$ cat src/rtl/mac_pkg.sv
package mac_pkg;

    localparam int DATA_W    = 20;
    localparam int COEF_W    = 16;
    localparam int PROD_W    = DATA_W + COEF_W;
    localparam int GUARD_W   = 4;
    localparam int ACC_W     = PROD_W + GUARD_W;
    localparam int OUT_W     = 24;
    localparam int OUT_LSB   = PROD_W - OUT_W;
    localparam int SHIFT_MAX = 4;
    localparam int SHAMT_W   = 3;
    localparam int EXT_W     = ACC_W + SHIFT_MAX;

    localparam logic [OUT_W-1:0] WORD_MAX = {1'b0, {(OUT_W-1){1'b1}}};
    localparam logic [OUT_W-1:0] WORD_MIN = {1'b1, {(OUT_W-1){1'b0}}};

    typedef enum logic [2:0] {
        OP_HOLD  = 3'd0,
        OP_CLEAR = 3'd1,
        OP_LOAD  = 3'd2,
        OP_ADD   = 3'd3,
        OP_SUB   = 3'd4
    } mac_op_e;

    typedef struct packed {
        logic               left;
        logic [SHAMT_W-1:0] amt;
    } scale_t;

    typedef struct packed {
        logic [OUT_W-1:0] word;
        logic             clamped;
    } outw_t;

endpackage

$ cat src/rtl/mac_product.sv
module mac_product
    import mac_pkg::*;
#(
    parameter int AW = DATA_W,
    parameter int BW = COEF_W,
    parameter int XW = ACC_W
) (
    input  logic signed [AW-1:0] a,
    input  logic signed [BW-1:0] b,
    output logic signed [XW-1:0] p_ext
);
    localparam int PW = AW + BW;

    logic signed [PW-1:0] prod;

    always_comb begin
        prod  = a * b;
        p_ext = {{(XW-PW){prod[PW-1]}}, prod};
    end
endmodule

$ cat src/rtl/mac_accum.sv
module mac_accum
    import mac_pkg::*;
#(
    parameter int XW = ACC_W
) (
    input  logic                 clk,
    input  logic                 rst,
    input  logic                 en,
    input  logic [2:0]           op,
    input  logic signed [XW-1:0] p_ext,
    output logic signed [XW-1:0] acc_next
);
    logic signed [XW-1:0] acc_q;

    always_comb begin
        acc_next = acc_q;
        if (en) begin
            case (op)
                OP_CLEAR: acc_next = '0;
                OP_LOAD:  acc_next = p_ext;
                OP_ADD:   acc_next = acc_q + p_ext;
                OP_SUB:   acc_next = acc_q - p_ext;
                default:  acc_next = acc_q;
            endcase
        end
    end

    always_ff @(posedge clk) begin
        if (rst) acc_q <= '0;
        else     acc_q <= acc_next;
    end
endmodule

$ cat src/rtl/mac_outscale.sv
module mac_outscale
    import mac_pkg::*;
#(
    parameter int XW   = ACC_W,
    parameter int SMAX = SHIFT_MAX,
    parameter int OW   = OUT_W,
    parameter int LSB  = OUT_LSB
) (
    input  logic signed [XW-1:0] acc,
    input  scale_t               scale,
    output outw_t                res
);
    localparam int WW  = XW + SMAX;
    localparam int TOP = LSB + OW - 1;

    logic signed [WW-1:0]  wide;
    logic signed [WW-1:0]  shifted;
    logic [SHAMT_W-1:0]    eff;
    logic [WW-1:TOP]       upper;
    logic                  fits;

    always_comb begin
        eff     = (scale.amt > SHAMT_W'(SMAX)) ? SHAMT_W'(SMAX) : scale.amt;
        wide    = {{SMAX{acc[XW-1]}}, acc};
        shifted = scale.left ? (wide <<< eff) : (wide >>> eff);
        upper   = shifted[WW-1:TOP];
        fits    = (&upper) | ~(|upper);
        res.clamped = ~fits;
        if (fits)
            res.word = shifted[TOP:LSB];
        else if (shifted[WW-1])
            res.word = WORD_MIN;
        else
            res.word = WORD_MAX;
    end
endmodule

$ cat src/rtl/mac_sat_core.sv
module mac_sat_core
    import mac_pkg::*;
(
    input  logic               clk,
    input  logic               rst,
    input  logic               in_valid,
    input  logic [2:0]         op,
    input  logic [DATA_W-1:0]  din,
    input  logic [COEF_W-1:0]  coef,
    input  logic               shl,
    input  logic [SHAMT_W-1:0] shamt,
    input  logic               flag_clr,
    output logic               out_valid,
    output logic [OUT_W-1:0]   out_word,
    output logic               ovf_flag
);
    logic signed [ACC_W-1:0] p_ext;
    logic signed [ACC_W-1:0] acc_next;
    scale_t                  scale;
    outw_t                   res;

    assign scale = '{left: shl, amt: shamt};

    mac_product #(.AW(DATA_W), .BW(COEF_W), .XW(ACC_W)) i_product (
        .a     (din),
        .b     (coef),
        .p_ext (p_ext)
    );

    mac_accum #(.XW(ACC_W)) i_accum (
        .clk      (clk),
        .rst      (rst),
        .en       (in_valid),
        .op       (op),
        .p_ext    (p_ext),
        .acc_next (acc_next)
    );

    mac_outscale #(.XW(ACC_W), .SMAX(SHIFT_MAX), .OW(OUT_W), .LSB(OUT_LSB)) i_outscale (
        .acc   (acc_next),
        .scale (scale),
        .res   (res)
    );

    always_ff @(posedge clk) begin
        if (rst) begin
            out_valid <= 1'b0;
            out_word  <= '0;
            ovf_flag  <= 1'b0;
        end else begin
            out_valid <= in_valid;
            if (in_valid)
                out_word <= res.word;
            ovf_flag <= (ovf_flag & ~flag_clr) | (in_valid & res.clamped);
        end
    end
endmodule

$ cat config.mk
export PLATFORM = sky130hd
export DESIGN_NAME = mac_sat_core
export DESIGN_NICKNAME = d
export VERILOG_FILES = /design/src/rtl/mac_pkg.sv /design/src/rtl/mac_product.sv /design/src/rtl/mac_accum.sv /design/src/rtl/mac_outscale.sv /design/src/rtl/mac_sat_core.sv
export SDC_FILE = /design/constraint.sdc
export NUM_CORES = 1
export LEC_CHECK = 0
export ABC_AREA = 1
export ABC_CLOCK_PERIOD_IN_PS = 31700
export BUFFER_PORTS_ARGS = -buffer_cell sky130_fd_sc_hd__buf_2
export CAP_MARGIN = 5
export CORE_MARGIN = 2
export CORE_UTILIZATION = 30
export DETAILED_ROUTE_END_ITERATION = 10
export PLACE_DENSITY = 0.43
export SLEW_MARGIN = 20
export SYNTH_ARGS = -nofsm -noshare
export SYNTH_HDL_FRONTEND = slang
export SYNTH_HIERARCHICAL = 1
export SYNTH_SLANG_ARGS = --single-unit
$ cat constraint.sdc
create_clock -name clk -period 31.7 [get_ports clk]
set_input_delay 6.34 -clock clk [delete_from_list [all_inputs] [get_ports clk]]
set_output_delay 6.34 -clock clk [all_outputs]
set_load 0.1 [all_outputs]
==> impl_summary.log, run 1 <==
INFO  metric num-nets-final = 4010
INFO  metric grt_remaining_overflow = 0
INFO  metric clock-root-buffer = sky130_fd_sc_hd__clkbuf_16
INFO  metric setup_viol = 0
INFO  metric reg2reg_from = i_accum/acc_q[0]$_SDFF_PP0_
INFO  metric boundaryPins = 73
INFO  metric clk_latency = 0.37 ns
INFO  metric post_cts.resized_instances = 0
INFO  metric first_pass_grt_wire_length = 116000 microns
INFO  metric postCtsHoldBufs = 0
INFO  metric relSlewSlack = 32.0%
INFO  metric synth_area_per_cell = 6.34 sq um
INFO  metric post_drt_antenna_nets = 0
INFO  metric setup_tns = 0 ns
INFO  metric most-common-layout-cells = 1103 x sky130_fd_sc_hd__nand2_1, 846 x sky130_fd_sc_hd__inv_1, 319 x sky130_fd_sc_hd__fa_1, 268 x sky130_fd_sc_hd__nor2_1, 169 x sky130_fd_sc_hd__nand3_1
INFO  metric numPortBuffers = 72
INFO  metric post_place_cells = 4472
INFO  metric largest_net_degree_at_the_start_of_global_routing = 59
INFO  metric type_of_origin_of_the_critical_path = primary input
INFO  metric placement.setup.worst_slack = 14.75 ns
INFO  metric r2r_end = out_word[0]$_SDFFE_PP0P_
INFO  metric rsz0062_at_grt = no
INFO  metric critical_path_class = primary input to flip-flop
INFO  metric cp.arrival = 17.01 ns
INFO  metric std_cell_rows = 100
INFO  metric die_area = 0.0774 sq mm
INFO  metric hold_violations = 0
INFO  metric timing.critical_path.from = coef[2]
INFO  metric detail_route.wirelength = 70000 microns
INFO  metric combined_area_of_all_synthesized_cells = 0.0226 sq mm
INFO  metric max_freq = 59.7 MHz
INFO  metric area.growth.synth_to_final = 5.84%
INFO  metric end_kind = flip-flop
INFO  metric cp-endpoint = out_word[0]$_SDFFE_PP0P_
INFO  metric final_common_cell = sky130_fd_sc_hd__nand2_1
INFO  metric yosysWarnings = 6
INFO  metric worst_case_setup_margin_in_the_final_layout = 14.95 ns
INFO  metric die_h = 278 microns
INFO  metric gp_congestion = 0.913
INFO  metric cts.reportedPaths.clkPinSlew = 0.05 ns
INFO  metric postSynthCellCount = 3560
INFO  metric via_count_of_the_first_global_routing_pass = 21000
INFO  metric run_status = finished clean
INFO  metric worst_hold_path_type = flip-flop to flip-flop
INFO  metric crit_required = 31.95 ns
INFO  metric clock_tree.buffer_depth = 2
INFO  metric reg2regPathDepth = 31
INFO  metric worstMarginPinSlew = 1.02 ns
INFO  metric critical_path.most_common_cell = sky130_fd_sc_hd__nand2_1
INFO  metric grt_use_total = 18.8%
INFO  metric tritoncts = built
INFO  metric dp_hpwl = 58500 microns
INFO  metric first_pass_iters = 5
INFO  metric starting_utilization_of_the_core_area = 30.3%
INFO  metric max_cap_violations = 0
INFO  metric instances_no_fill = 4489
INFO  metric fill_cells = 8446
INFO  metric critPathMaxFanout = 23
INFO  metric core = 0.0744 sq mm
INFO  metric post_drt_wl_per_cell = 15.6 microns
INFO  metric cts.repair_timing.setup_buffer_count = 0
INFO  metric r2r_slack = 27.45 ns
INFO  metric post_route_cells_drive_above_1_share = 6.00%
INFO  metric initialDrtViolationCount = 1370
INFO  metric clock-sinks = 66
INFO  metric report.final.slew_viol_count = 0
INFO  metric remaining_drc_errors = 0
INFO  metric route.detailed.vias_per_inst = 4.59
INFO  metric critical_path.slowest_cell = sky130_fd_sc_hd__fa_1
INFO  metric final_period_minus_worst_setup_slack = 16.75 ns
INFO  metric tritoncts.num_buffers = 9
INFO  metric clock-skew-final = 0.0144 ns
INFO  metric cts.htree.levels = 3
INFO  metric floorplan_die_width = 278 microns
INFO  metric critPathMaxStageDelay = 0.90 ns
INFO  metric synthesis.nets = 4056
INFO  metric min_period_over_period = 52.8%
INFO  metric grt_antenna_before_repair = 0
INFO  metric routed-via-count = 20600
flip-flops by register name (all words and copies together), names as in the netlist:
register	cells
ovf_flag	1
i_accum/acc_q	40
out_word	24
out_valid	1
routing by layer:
layer	up-vias	GRT usage, %	wire, microns
met5	-	0	0
met2	354	30.7	31500
li1	10400	-	-
met1	9800	27.4	35000
met3	36	2.00	2860
met4	0	2.29	599
cell type report:
class	count	area, sq um	share of cell area (%)
Antenna cell	1	2.50	0.0105
Clock buffer	13	280	1.17
Clock inverter	3	68.8	0.288
Inverter	859	3230	13.5
Multi-Input combinational cell	2498	17400	72.6
Sequential cell	66	1320	5.53
Tap cell	969	1210	5.07
Timing Repair Buffer	80	420	1.76
stage by stage:
step	hold WS (ns)	util [%]	cell area [sq um]
5_1_grt	0.496	32.1	23900
3_3_place_gp	0.452	31.6	23500
6_report	0.466	32.1	23900
3_5_place_dp	0.458	31.6	23500
2_1_floorplan	0.435	-	22600
4_1_cts	0.470	32.1	23900
worst min-delay path by stage:
stage	startpoint	depth (start not counted)	slack (ns)	to
floorplan	i_accum/acc_q[2]$_SDFF_PP0_	2	0.44	i_accum/acc_q[2]$_SDFF_PP0_
global placement	i_accum/acc_q[2]$_SDFF_PP0_	2	0.45	i_accum/acc_q[2]$_SDFF_PP0_
detailed placement	i_accum/acc_q[2]$_SDFF_PP0_	2	0.46	i_accum/acc_q[2]$_SDFF_PP0_
CTS	i_accum/acc_q[2]$_SDFF_PP0_	2	0.47	i_accum/acc_q[2]$_SDFF_PP0_
global route	out_word[13]$_SDFFE_PP0P_	2	0.50	out_word[13]$_SDFFE_PP0P_
finish	ovf_flag$_SDFF_PP0_	2	0.47	ovf_flag$_SDFF_PP0_
worst max-delay path: cells and delay by family:
kind / cells / cell delay, ns
fa+ha+maj: 8 / 4.26
simple gates: 32 / 4.56
xor+xnor: 1 / 0.22
buf+inv: 10 / 1.24
compound gates: 3 / 0.38
Power of run 1 is not shown: default switching activity piles up to over one toggle a cycle in this logic, so the estimate is an artifact.
==> run 2: changes to the inputs <==
ABC_AREA = 0   (was 1)
ABC_CLOCK_PERIOD_IN_PS = 17600   (was 31700)
clock period = 17.6 ns   (was 31.7 ns; I/O delays follow)
==> run 2 against run 1 <==
Net effect:
- sequential cell count stayed put
- highest routed layer is now met5
- cell count fell by 23%
- critical endpoint is now out_word[16]$_SDFFE_PP0P_
- synthesized cell count decreased by 28%
- cell area shrank 6.1%
- area after synthesis shrank 6.6%
==> impl_summary.log, run 2 <==
INFO  metric run_status = finished clean
INFO  metric number_of_enable_type_register_cells_in_the_synthesized_netlist = 0
INFO  metric type_of_origin_of_the_critical_path = primary input
INFO  metric detail_route.wirelength = 66400 microns
INFO  metric floorplan_die_width = 269 microns
INFO  metric tritoncts = built
INFO  metric postSynth.asyncResetShare = 0%
INFO  metric yosysSeqAreaShare = 6.27%
INFO  metric min_period_over_period = 89.5%
INFO  metric boundaryPins = 73
INFO  metric crit_required = 17.82 ns
INFO  metric main_combinational_cell_family_by_area_after_synthesis = adder cells
INFO  metric critical_path_class = primary input to flip-flop
INFO  metric synth_xor_xnor_area_share = 4.11%
INFO  metric initialDrtViolationCount = 1376
INFO  metric worst_case_setup_margin_in_the_final_layout = 1.85 ns
INFO  metric yosysTopAreaCell = sky130_fd_sc_hd__fa_1
INFO  metric core = 0.0698 sq mm
INFO  metric std_cell_rows = 97
INFO  metric yosysWarnings = 6
INFO  metric hold_violations = 0
INFO  metric route.top_layer_used = met5
INFO  metric critPathMaxStageDelay = 0.67 ns
INFO  metric flip_flop_count_of_the_largest_register_all_copies_and_words_added = 40
INFO  metric postSynthCellCount = 2572
INFO  metric yosys.cell_count.top_type = sky130_fd_sc_hd__inv_1
INFO  metric synthTopCellsByArea = sky130_fd_sc_hd__fa_1 30%, sky130_fd_sc_hd__ha_1 7.7%, sky130_fd_sc_hd__inv_1 6.7%, sky130_fd_sc_hd__dfxtp_1 6.3%, sky130_fd_sc_hd__and2_1 5.3%
INFO  metric critical_path.slowest_cell = sky130_fd_sc_hd__nand4_2
INFO  metric critPathMaxFanout = 20
INFO  metric die_h = 269 microns
INFO  metric end_kind = flip-flop
INFO  metric via_count_of_the_first_global_routing_pass = 19000
INFO  metric r2r_slack = 11.61 ns
INFO  metric route.detailed.vias_per_inst = 5.15
INFO  metric tritoncts.num_buffers = 9
INFO  metric netlist_top_cells_count = 375 x sky130_fd_sc_hd__inv_1, 319 x sky130_fd_sc_hd__fa_1, 272 x sky130_fd_sc_hd__nand2_1
INFO  metric timing.hold.ws = 0.477 ns
INFO  metric post_drt_wl_per_cell = 19.1 microns
INFO  metric report.final.slew_viol_count = 0
INFO  metric cp.arrival = 15.97 ns
INFO  metric instances_no_fill = 3478
INFO  metric final_period_minus_worst_setup_slack = 15.75 ns
INFO  metric remaining_drc_errors = 0
INFO  metric synthesis.nets = 3068
INFO  metric synth_largest_type_area_fraction = 30.3%
INFO  metric largest_net_degree_at_the_start_of_global_routing = 62
INFO  metric most-common-layout-cells = 375 x sky130_fd_sc_hd__inv_1, 319 x sky130_fd_sc_hd__fa_1, 272 x sky130_fd_sc_hd__nand2_1, 179 x sky130_fd_sc_hd__and2_1, 139 x sky130_fd_sc_hd__nor2_1
INFO  metric rsz0062_at_grt = no
INFO  metric yosys.area_share.adder = 38.0%
INFO  metric postCtsHoldBufs = 0
INFO  metric area.growth.synth_to_final = 6.43%
INFO  metric setup_viol = 0
INFO  metric cts.htree.levels = 3
INFO  metric post_route_cells_drive_above_1_share = 7.92%
INFO  metric numPortBuffers = 72
INFO  metric routed-via-count = 17900
INFO  metric worst_hold_path_type = flip-flop to flip-flop
INFO  metric setup_tns = 0 ns
INFO  metric synth_seq_cells = 66
INFO  metric placement.setup.worst_slack = 1.59 ns
INFO  metric max_freq = 63.5 MHz
INFO  metric clock_tree.buffer_depth = 2
INFO  metric final_common_cell = sky130_fd_sc_hd__inv_1
INFO  metric grt_use_total = 19.0%
INFO  metric muxShareOfSynthArea = 5.97%
INFO  metric relSlewSlack = 29.4%
INFO  metric clock-skew-final = 0.00845 ns
INFO  metric max_cap_violations = 0
INFO  metric dr_wl_met3 = 2690 microns
INFO  metric regMostFlops = i_accum/acc_q
INFO  metric post_cts.resized_instances = 0
INFO  metric clock-root-buffer = sky130_fd_sc_hd__clkbuf_16
INFO  metric post_drt_antenna_nets = 0
INFO  metric synth_top_flop_cell = sky130_fd_sc_hd__dfxtp_1
INFO  metric num-nets-final = 3028
INFO  metric routedLengthMet1 = 29600 microns
INFO  metric clk_latency = 0.36 ns
INFO  metric worstMarginPinSlew = 1.06 ns
INFO  metric grt_antenna_before_repair = 3
INFO  metric first_pass_grt_wire_length = 107000 microns
INFO  metric synth_area_in_simple_gates = 20.6%
INFO  metric grt_remaining_overflow = 0
INFO  metric starting_utilization_of_the_core_area = 30.2%
INFO  metric post_place_cells = 3460
INFO  metric critical_path.most_common_cell = sky130_fd_sc_hd__fa_1
INFO  metric first_pass_iters = 5
INFO  metric synth_area_per_cell = 8.20 sq um
INFO  metric biggestRegsByFlops = i_accum/acc_q: 40 flops, out_word: 24 flops
INFO  metric gp_congestion = 0.850
INFO  metric combined_area_of_all_synthesized_cells = 0.0211 sq mm
INFO  metric dp_hpwl = 51600 microns
INFO  metric cts.repair_timing.setup_buffer_count = 0
INFO  metric post_synth_num_cell_types = 102
INFO  metric met2_wl = 32900 microns
INFO  metric cts.reportedPaths.clkPinSlew = 0.07 ns
INFO  metric die_area = 0.0724 sq mm
INFO  metric fraction_of_the_mapped_netlist_area_in_compound_gates = 14.7%
INFO  metric clock-sinks = 66
-- run 2: cell count changes in the layout (fill, tap and decap cells not counted), sizes merged, moves of 85 or more --
cell	before	now
and2	2	179
inv	856	378
mux2i	1	86
nand2	1132	273
nand3	178	61
nor2	289	140
-- run 2: path summary, 6_finish.rpt --
path	start	end	depth (start not counted)
min	ovf_flag$_SDFF_PP0_	ovf_flag$_SDFF_PP0_	2
min reg2reg	ovf_flag$_SDFF_PP0_	ovf_flag$_SDFF_PP0_	2
max	coef[1]	out_word[16]$_SDFFE_PP0P_	41
max reg2reg	i_accum/acc_q[1]$_SDFF_PP0_	out_word[16]$_SDFFE_PP0P_	18
-- run 2: area by class of cell --
cell class,count,area [sq um]
Tap cell,940,1180
Fill cell,7456,47300
Timing Repair Buffer,104,604
Clock inverter,7,76.3
Multi-Input combinational cell,1972,17600
Antenna cell,1,2.50
Sequential cell,66,1320
Inverter,379,1420
Clock buffer,9,225
-- run 2: per-stage QoR --
step                      util, %  cell area [sq um]
after global routing         32.2              22400
after global placement       31.7              22100
final                        32.2              22400
after CTS                    32.1              22400
after detailed placement     31.7              22100
after floorplan                 -              21100
-- run 2: cell families (layout without fill, tap and decap cells) --
kind of cell | Yosys count | count (layout)
other cells | 0 | 1
flops | 66 | 66
fa+ha+maj | 449 | 449
mux | 109 | 109
buf+inv | 534 | 499
xor+xnor | 99 | 99
compound gates | 465 | 465
simple gates | 850 | 850
-- run 2: worst max-delay path: cells and delay by family --
| kind | cells | cell delay, ns |
|---|---|---|
| AOI/OAI and AO/OA | 11 | 3.87 |
| xor gates and xnor gates | 2 | 0.35 |
| adders and majority gates | 8 | 3.77 |
| buffers and inverters | 4 | 0.58 |
| muxes | 2 | 0.44 |
| and+or+nand+nor | 14 | 3.41 |
-- run 2: per-layer routing --
| layer | track usage, % | vias up |
|---|---|---|
| li1 | - | 8413 |
| met1 | 25.0 | 9033 |
| met2 | 33.1 | 386 |
| met3 | 2.38 | 83 |
| met4 | 4.31 | 4 |
| met5 | 0 | - |
Power of run 2 is left out for the same reason.
==> run 3: changes to the inputs <==
PLACE_DENSITY = default   (was 0.43)
PLACE_DENSITY_LB_ADDON = 0.12   (was default)
SYNTH_HIERARCHICAL = default   (was 1)
==> run 3 against run 2 <==
Net effect:
- setup slack improved by 0.59 ns
- fmax rose by 3.9%
- critical path depth fell by 2
- largest cell class unchanged
- clock skew rose by 0.011 ns
- cell area fell by 2.7%
- clock-buffer cell count did not move
- critical path type unchanged
- sequential share of layout area rose by 0.16 points
- routed wire length fell by 0.68%
- first-iteration DRC count fell by 19%
- non-clock buffer count fell by 9
==> impl_summary.log, run 3 <==
INFO  metric max_freq = 66.0 MHz
INFO  metric critPathMaxFanout = 22
INFO  metric report.final.slew_viol_count = 0
INFO  metric critical_path.slowest_cell = sky130_fd_sc_hd__clkinv_1
INFO  metric yosys.cell_count.top_type = sky130_fd_sc_hd__inv_1
INFO  metric hold_violations = 0
INFO  metric std_cell_rows = 95
INFO  metric setup_viol = 0
INFO  metric post_drt_antenna_nets = 0
INFO  metric final_common_cell = sky130_fd_sc_hd__inv_1
INFO  metric postCtsHoldBufs = 0
INFO  metric regMostFlops = i_accum.acc_q
INFO  metric largest_net_degree_at_the_start_of_global_routing = 78
INFO  metric run_status = finished clean
INFO  metric critPathMaxStageDelay = 0.58 ns
INFO  metric number_of_enable_type_register_cells_in_the_synthesized_netlist = 0
INFO  metric first_pass_grt_wire_length = 108000 microns
INFO  metric numPortBuffers = 72
INFO  metric clk_latency = 0.37 ns
INFO  metric final_period_minus_worst_setup_slack = 15.16 ns
INFO  metric cp.buffers_inverters = 5
INFO  metric max_cap_violations = 0
INFO  metric critical_path.most_common_cell = sky130_fd_sc_hd__fa_1
INFO  metric synth_top_flop_cell = sky130_fd_sc_hd__dfxtp_1
INFO  metric rsz0062_at_grt = no
INFO  metric yosysTopAreaCell = sky130_fd_sc_hd__fa_1
INFO  metric cp.arrival = 15.43 ns
INFO  metric synthTopCellsByArea = sky130_fd_sc_hd__fa_1 31%, sky130_fd_sc_hd__ha_1 7.9%, sky130_fd_sc_hd__inv_1 6.9%, sky130_fd_sc_hd__dfxtp_1 6.5%, sky130_fd_sc_hd__nand2_1 5.6%
INFO  metric setup_tns = 0 ns
INFO  metric initialDrtViolationCount = 1110
INFO  metric worstMarginPinSlew = 1.02 ns
INFO  metric first_pass_iters = 5
INFO  metric post_synth_num_cell_types = 98
INFO  metric gp_congestion = 0.871
INFO  metric tritoncts.num_buffers = 9
INFO  metric clock_tree.buffer_depth = 2
INFO  metric kind_of_cell_with_the_highest_combined_delay_on_the_critical_path = adder cells
INFO  metric postSynthCellCount = 2588
INFO  metric most-common-layout-cells = 376 x sky130_fd_sc_hd__inv_1, 319 x sky130_fd_sc_hd__fa_1, 308 x sky130_fd_sc_hd__nand2_1, 200 x sky130_fd_sc_hd__nor2_1, 161 x sky130_fd_sc_hd__and2_1
INFO  metric floorplan_die_width = 265 microns
INFO  metric area.growth.synth_to_final = 6.66%
INFO  metric grt_use_total = 19.3%
INFO  metric synth_seq_cells = 66
INFO  metric grt_antenna_before_repair = 0
INFO  metric via_count_of_the_first_global_routing_pass = 19100
INFO  metric postSynth.asyncResetShare = 0%
INFO  metric biggestRegsByFlops = i_accum.acc_q: 35 flops, out_word: 24 flops
INFO  metric post_route_cells_drive_above_1_share = 6.91%
INFO  metric cts.htree.levels = 3
INFO  metric type_of_origin_of_the_critical_path = primary input
INFO  metric die_h = 265 microns
INFO  metric synthesis.nets = 3084
INFO  metric critical_path_class = primary input to flip-flop
INFO  metric min_period_over_period = 86.1%
INFO  metric reg2regPathDepth = 16
INFO  metric clock-root-buffer = sky130_fd_sc_hd__clkbuf_16
INFO  metric fin_util = 32.4%
INFO  metric fill_cells = 7128
INFO  metric worst_hold_path_type = flip-flop to flip-flop
INFO  metric end_kind = flip-flop
INFO  metric flip_flop_count_of_the_largest_register_all_copies_and_words_added = 35
INFO  metric relSlewSlack = 30.1%
INFO  metric synth_area_per_cell = 7.91 sq um
INFO  metric cts.repair_timing.setup_buffer_count = 0
INFO  metric yosysSeqAreaShare = 6.46%
INFO  metric clock-skew-final = 0.0195 ns
INFO  metric post_cts.resized_instances = 0
INFO  metric clock-sinks = 66
INFO  metric post_drt_wl_per_cell = 19.3 microns
INFO  metric route.detailed.vias_per_inst = 5.29
INFO  metric path_depth = 39
INFO  metric synth_largest_type_area_fraction = 31.2%
INFO  metric hold_depth = 2
INFO  metric remaining_drc_errors = 0
INFO  metric routed-via-count = 18100
INFO  metric grt_remaining_overflow = 0
INFO  metric detail_route.wirelength = 66000 microns
INFO  metric core = 0.0674 sq mm
INFO  metric netlist_top_cells_count = 376 x sky130_fd_sc_hd__inv_1, 319 x sky130_fd_sc_hd__fa_1, 308 x sky130_fd_sc_hd__nand2_1
INFO  metric boundaryPins = 73
INFO  metric die_area = 0.0703 sq mm
INFO  metric yosysWarnings = 0
INFO  metric combined_area_of_all_synthesized_cells = 0.0205 sq mm
INFO  metric tritoncts = built
INFO  metric dp_hpwl = 52600 microns
INFO  metric cts.reportedPaths.clkPinSlew = 0.06 ns
INFO  metric num-nets-final = 3041
INFO  metric starting_utilization_of_the_core_area = 30.4%
INFO  metric crit_required = 17.87 ns
==> run 3: cell count changes in the layout (fill, tap and decap cells not counted), sizes merged, moves of 10 or more <==
cell,previous run,this run
a211oi,24,42
mux2i,86,20
nand3,61,42
nand4,25,10
mux4,12,2
nor2,140,202
nor3,41,54
and2,179,163
nand2,273,308
o21ai,85,118
==> run 3: logic make-up after synthesis <==
kind of cell / Yosys count / share of synthesized area, %
compound gates: 545 / 18.2
simple gates: 872 / 20.5
xor+xnor: 100 / 4.35
mux: 28 / 1.53
fa+ha+maj: 449 / 39.1
flops: 66 / 6.46
buf+inv: 528 / 9.81
==> run 3: metrics by stage <==
| step | std cells | hold slack (ns) | worst slack (ns) | cell area (sq um) |
|---|---|---|---|---|
| 2_1_floorplan | 2588 | 0.473 | 4.03 | 20500 |
| 3_3_place_gp | 3407 | 0.433 | 2.16 | 21500 |
| 3_5_place_dp | 3407 | 0.434 | 2.12 | 21500 |
| 4_1_cts | 3421 | 0.442 | 2.48 | 21800 |
| 5_1_grt | 3421 | 0.478 | 1.57 | 21800 |
| 6_report | 3422 | 0.440 | 2.44 | 21800 |
==> run 3: cell type report <==
class | instances | area, sq um | area share [%]
inverter | 379 | 1420 | 6.52
clock buffer | 9 | 225 | 1.03
timing repair buffer | 95 | 533 | 2.44
multi-input combinational | 1994 | 17200 | 78.6
antenna | 1 | 2.50 | 0.0115
clock inverter | 5 | 81.3 | 0.373
tap | 873 | 1090 | 5.00
sequential | 66 | 1320 | 6.05
==> run 3: path summary, 6_finish.rpt <==
kind	from	end	slack, ns
max reg2reg	i_accum.acc_q[10]$_SDFF_PP0_	out_word[7]$_SDFFE_PP0P_	12.05
max	coef[15]	out_word[7]$_SDFFE_PP0P_	2.44
min	ovf_flag$_SDFF_PP0_	ovf_flag$_SDFF_PP0_	0.44
min reg2reg	ovf_flag$_SDFF_PP0_	ovf_flag$_SDFF_PP0_	0.44
==> run 3: tightest hold or removal path, delay by kind of cell (launching register included) <==
| kind | cells | cell delay (ns) |
|---|---|---|
| flops | 1 | 0.30 |
| simple gates | 2 | 0.09 |
==> run 3: layer usage <==
metal	GRT usage, %	vias to the layer above	part of all wire, %
met1	26.2	9180	46
met5	0	-	0
met4	2.98	0	1.2
met3	1.90	55	4.1
met2	33.7	430	49
li1	-	8451	-
Power of run 3 is left out for the same reason.
